### src/rtl/corn_word_detector.sv
module corn_word_detector #(
  parameter int          CHAR_W  = 8,
  parameter int          LANES   = 4,
  parameter int          CNT_W   = 8,
  parameter logic [39:0] PATTERN = "corn!"
) (
  input  logic                         clk,
  input  logic                         rst_n,
  input  logic                         word_valid,
  input  logic [CHAR_W*LANES-1:0]      word_data,
  input  logic                         cnt_clr,
  input  logic                         cnt_load,
  input  logic [CNT_W-1:0]             cnt_load_val,
  output logic [LANES-1:0]             lane_alert,
  output logic                         alert,
  output logic [$clog2(LANES+1)-1:0]   hit_inc,
  output logic [CNT_W-1:0]             match_count
);
  localparam int WORD_W  = CHAR_W * LANES;
  localparam int PAT_LEN = LANES + 1;
  localparam int PEND_W  = $clog2(LANES + 1);
  localparam int INC_W   = $clog2(LANES + 1);

  logic [PEND_W-1:0] pend_len;
  logic [PEND_W-1:0] pend_nxt;
  logic [LANES-1:0]  tail_hit;
  logic [LANES-1:0]  cont_hit;

  // tail_hit[k-1]: last k characters equal the first k pattern characters
  // cont_hit[l]: stored prefix finishes with its final character in lane l
  for (genvar k = 1; k <= LANES; k++) begin : g_tail
    assign tail_hit[k-1] =
      word_data[k*CHAR_W-1:0] == PATTERN[PAT_LEN*CHAR_W-1 -: k*CHAR_W];
  end

  for (genvar l = 0; l < LANES; l++) begin : g_cont
    assign cont_hit[l] =
      (pend_len == PEND_W'(PAT_LEN-1-l)) &&
      (word_data[WORD_W-1 -: (l+1)*CHAR_W] == PATTERN[(l+1)*CHAR_W-1:0]);
  end

  assign lane_alert = word_valid ? cont_hit : '0;
  assign alert      = |lane_alert;

  always_comb begin
    pend_nxt = '0;
    for (int k = 1; k <= LANES; k++)
      if (tail_hit[k-1]) pend_nxt = PEND_W'(k);
  end

  always_comb begin
    hit_inc = '0;
    for (int l = 0; l < LANES; l++)
      hit_inc = hit_inc + INC_W'(lane_alert[l]);
  end

  always_ff @(posedge clk or negedge rst_n) begin
    if (!rst_n)          pend_len <= '0;
    else if (word_valid) pend_len <= pend_nxt;
  end

  always_ff @(posedge clk or negedge rst_n) begin
    if (!rst_n)        match_count <= '0;
    else if (cnt_clr)  match_count <= '0;
    else if (cnt_load) match_count <= cnt_load_val;
    else if (alert)    match_count <= match_count + CNT_W'(hit_inc);
  end
endmodule


### config.mk
export PLATFORM = sky130hd
export DESIGN_NAME = corn_word_detector
export DESIGN_NICKNAME = d
export VERILOG_FILES = /design/src/rtl/corn_word_detector.sv
export SDC_FILE = /design/constraint.sdc
export NUM_CORES = 1
export LEC_CHECK = 0
export BUFFER_PORTS_ARGS = -buffer_cell sky130_fd_sc_hd__buf_2
export CAP_MARGIN = 20
export CORE_UTILIZATION = 44
export DETAILED_ROUTE_END_ITERATION = 10
export PLACE_DENSITY = 0.84
export SLEW_MARGIN = 20
export SYNTH_ARGS = -nofsm -noshare
export SYNTH_HDL_FRONTEND = slang
export SYNTH_SLANG_ARGS = --single-unit
### constraint.sdc
create_clock -name clk -period 4.2 [get_ports clk]
set_input_delay 0.42 -clock clk [delete_from_list [all_inputs] [get_ports clk]]
set_output_delay 0.42 -clock clk [all_outputs]
set_load 0.01 [all_outputs]
==> qor.csv <==
metric,value,unit
min_period_over_period,92.4,%
grt.total_usage,26.2,%
tightest_slew,0.616,ns
slew_violations,0,
cts_root_buf,clkbuf_4,
worstPathCellList,"nor3b_1, nand4_1, or4_1, inv_1, fa_1, ha_1, ha_1, inv_1, fa_1, inv_1, a21o_1, and4_1, o21ai_0, a2111oi_1",
clk_path_buf_depth,2,
grt_pass1_vias,1227,
place_inst,225,
grt_overflow_total,0,
fin_tns_setup,0,ns
syn_area_per_cell,8.30,sq um
violations,design-rule violations,
slew_headroom,58.4,%
num_antenna_cells,0,
synth-edff-count,0,
crit_path_top_delay_cell,or4_1,
p_leak,0.769,nW
synth_nets,191,
gp_congestion,0.895,
status,"finished, violations left",
fp.dieArea,2810,sq um
via_per_inst,5.96,
synth.top_cell.area_share,24.0,%
seq_area_frac_synth,24.0,%
drc,1,
hold_path_end,match_count[7],
core-area,2480,sq um
finClkSkew,0.000711,ns
slowest_delay,0.52,ns
final_cell_mix,"buf_2, nor2_1, inv_1, dfrtp_1",
worstSetupPathType,reg2reg,
hold_path_startpoint,cnt_load_val[7],
ant_nets,0,
syn_area,1140,sq um
clk_pin_slew,0.07,ns
crit_top_cell,inv_1,
crit_buf_inv,3,
fin_nets,254,
ys_ff_latch,11,
cts_tree,built,
yosysWarnings,0,
worst_ep_required_time,4.36,ns
setup_viol,0,
peakVddDrop,0.164,mV
post-route-min-period,3.88,ns
rr_worst_depth,14,
cts_inserted_buffers,3,
critPathCaptureType,register,
synth_area_leaders,"dfrtp_1, ha_1, nor2_1",
antenna_found_initial,0,
die_w,53.0,microns
first_pass_iters,7,
syn_to_final_growth,31.9,%
crit_fanout,3,
power.density,173,nW/um^2
finalInstanceArea,1510,sq um
drt_iter0_markers,32,
totalWireLength,3330,microns
place_hpwl,2700,microns
maxCapViolCount,0,
final_common_cell,buf_2,
via_count,1370,
portBuffers,60,
whs,0.398,ns
async_flop_share,100,%
wl_per_cell,14.5,microns
placed_area,1470,sq um
start_util,46.2,%
io_pins,61,
rsz0062_at_grt,false,
h-tree-depth,1,
hold_path.class,in2reg,
yosysTopAreaCell,dfrtp_1,
min_path_cells,3,
die_y,53.0,microns
start_kind,register,
drive_gt1_share,34.0,%
grt_max_degree,14,
arrival,4.03,ns
critical-path-top-delay-family,adder cells,
cts_sinks,11,
synth_cell_types,43,
reg2reg_from,pend_len[2],
rows,18,
r2r_end,match_count[6],
grt_pass1_wl,5300,microns
fmax,258,MHz
postCtsSetupBuffers,0,
syn_inst,138,
hold_violations,0,
insertion_delay,0.28,ns
rrSetupSlack,0.32,ns
synth_ff_type,dfrtp_1,
final_cells,230,
## worst max-delay path by stage
stage / start / endpoint / slack (ns) / cells after the start
finish: pend_len[2] / match_count[6] / 0.32 / 14
global route: pend_len[2] / match_count[6] / 0.03 / 14
CTS: pend_len[2] / match_count[6] / 0.27 / 14
detailed placement: word_data[28] / match_count[6] / 0.04 / 15
global placement: word_data[28] / match_count[6] / 0.23 / 15
floorplan: word_data[28] / match_count[6] / 0.37 / 14
## registers in the layout, summed over array words and instances, names as in the netlist
name	count
pend_len	3
match_count	8
## worst min-delay path, cell delays in order
cell	delay, ns
buf_2	0.09
nor2_1	0.07
a2111oi_0	0.06
## through the flow
step	power [mW]	worst slack, ns	util, %
after floorplan	0.146	0.369	-
after CTS	0.263	0.274	60.9
after global placement	0.183	0.230	59.4
final	0.261	0.321	61.0
after detailed placement	0.185	0.0408	59.4
after global routing	0.278	0.0281	61.0
## report_power, final
group | total (mW) | leakage (nW) | switching, mW | internal [mW]
clock network | 0.0768 | 0.0177 | 0.0414 | 0.0354
logic | 0.0658 | 0.607 | 0.0333 | 0.0325
registers | 0.118 | 0.145 | 0.00652 | 0.111
## cell usage after synthesis (2+ instances only)
library cell,instances
a2111oi_1,2
o211ai_1,2
nand4_1,7
and2_1,2
nand3_1,7
a21oi_1,2
nor3_1,4
or4_1,3
fa_1,2
ha_1,6
o2111a_1,2
o21a_1,2
inv_1,12
nor2b_1,3
o21ai_0,4
nor3b_1,2
a21o_1,6
clkbuf_1,3
a311oi_1,3
nor4b_1,2
nor2_1,17
o22ai_1,2
nor4bb_1,5
dfrtp_1,11
nand3b_1,3
a2111oi_0,4
nand2_1,3
and3b_1,2
## layer usage
layer | global-route usage (%) | share of wire (%) | up-vias
met5 | 0 | 0 | -
met4 | 10.5 | 1.5 | 0
met3 | 7.18 | 6.5 | 8
met2 | 41.4 | 49 | 56
met1 | 33.4 | 43 | 641
li1 | - | - | 665
## cell type report
| cell class | count | area, sq um |
|---|---|---|
| Fill cell | 240 | 967 |
| Multi-Input combinational cell | 110 | 800 |
| Timing Repair Buffer | 63 | 325 |
| Tap cell | 30 | 37.5 |
| Sequential cell | 11 | 275 |
| Inverter | 12 | 45.0 |
| Clock inverter | 1 | 5.00 |
| Clock buffer | 3 | 22.5 |
## kinds of logic (layout without fill, tap and decap cells)
kind of cell | Yosys count | after routing | share of synthesized area (%)
buffers and inverters | 17 | 79 | 6.23
XOR/XNOR | 1 | 1 | 0.765
flip-flops | 11 | 11 | 24.0
AO/OA/AOI/OAI | 31 | 31 | 20.9
adder cells (fa/ha/maj) | 8 | 8 | 10.1
AND/OR/NAND/NOR | 70 | 70 | 38.0
## repair_timing
action | 4_1_cts | 5_1_grt
hold buffers | 1 | 0
resized for setup | 0 | 1
endpoints found under the hold margin | 11 | 0
endpoints found under the setup margin | 0 | 1
(Power assumes the default switching activity.)
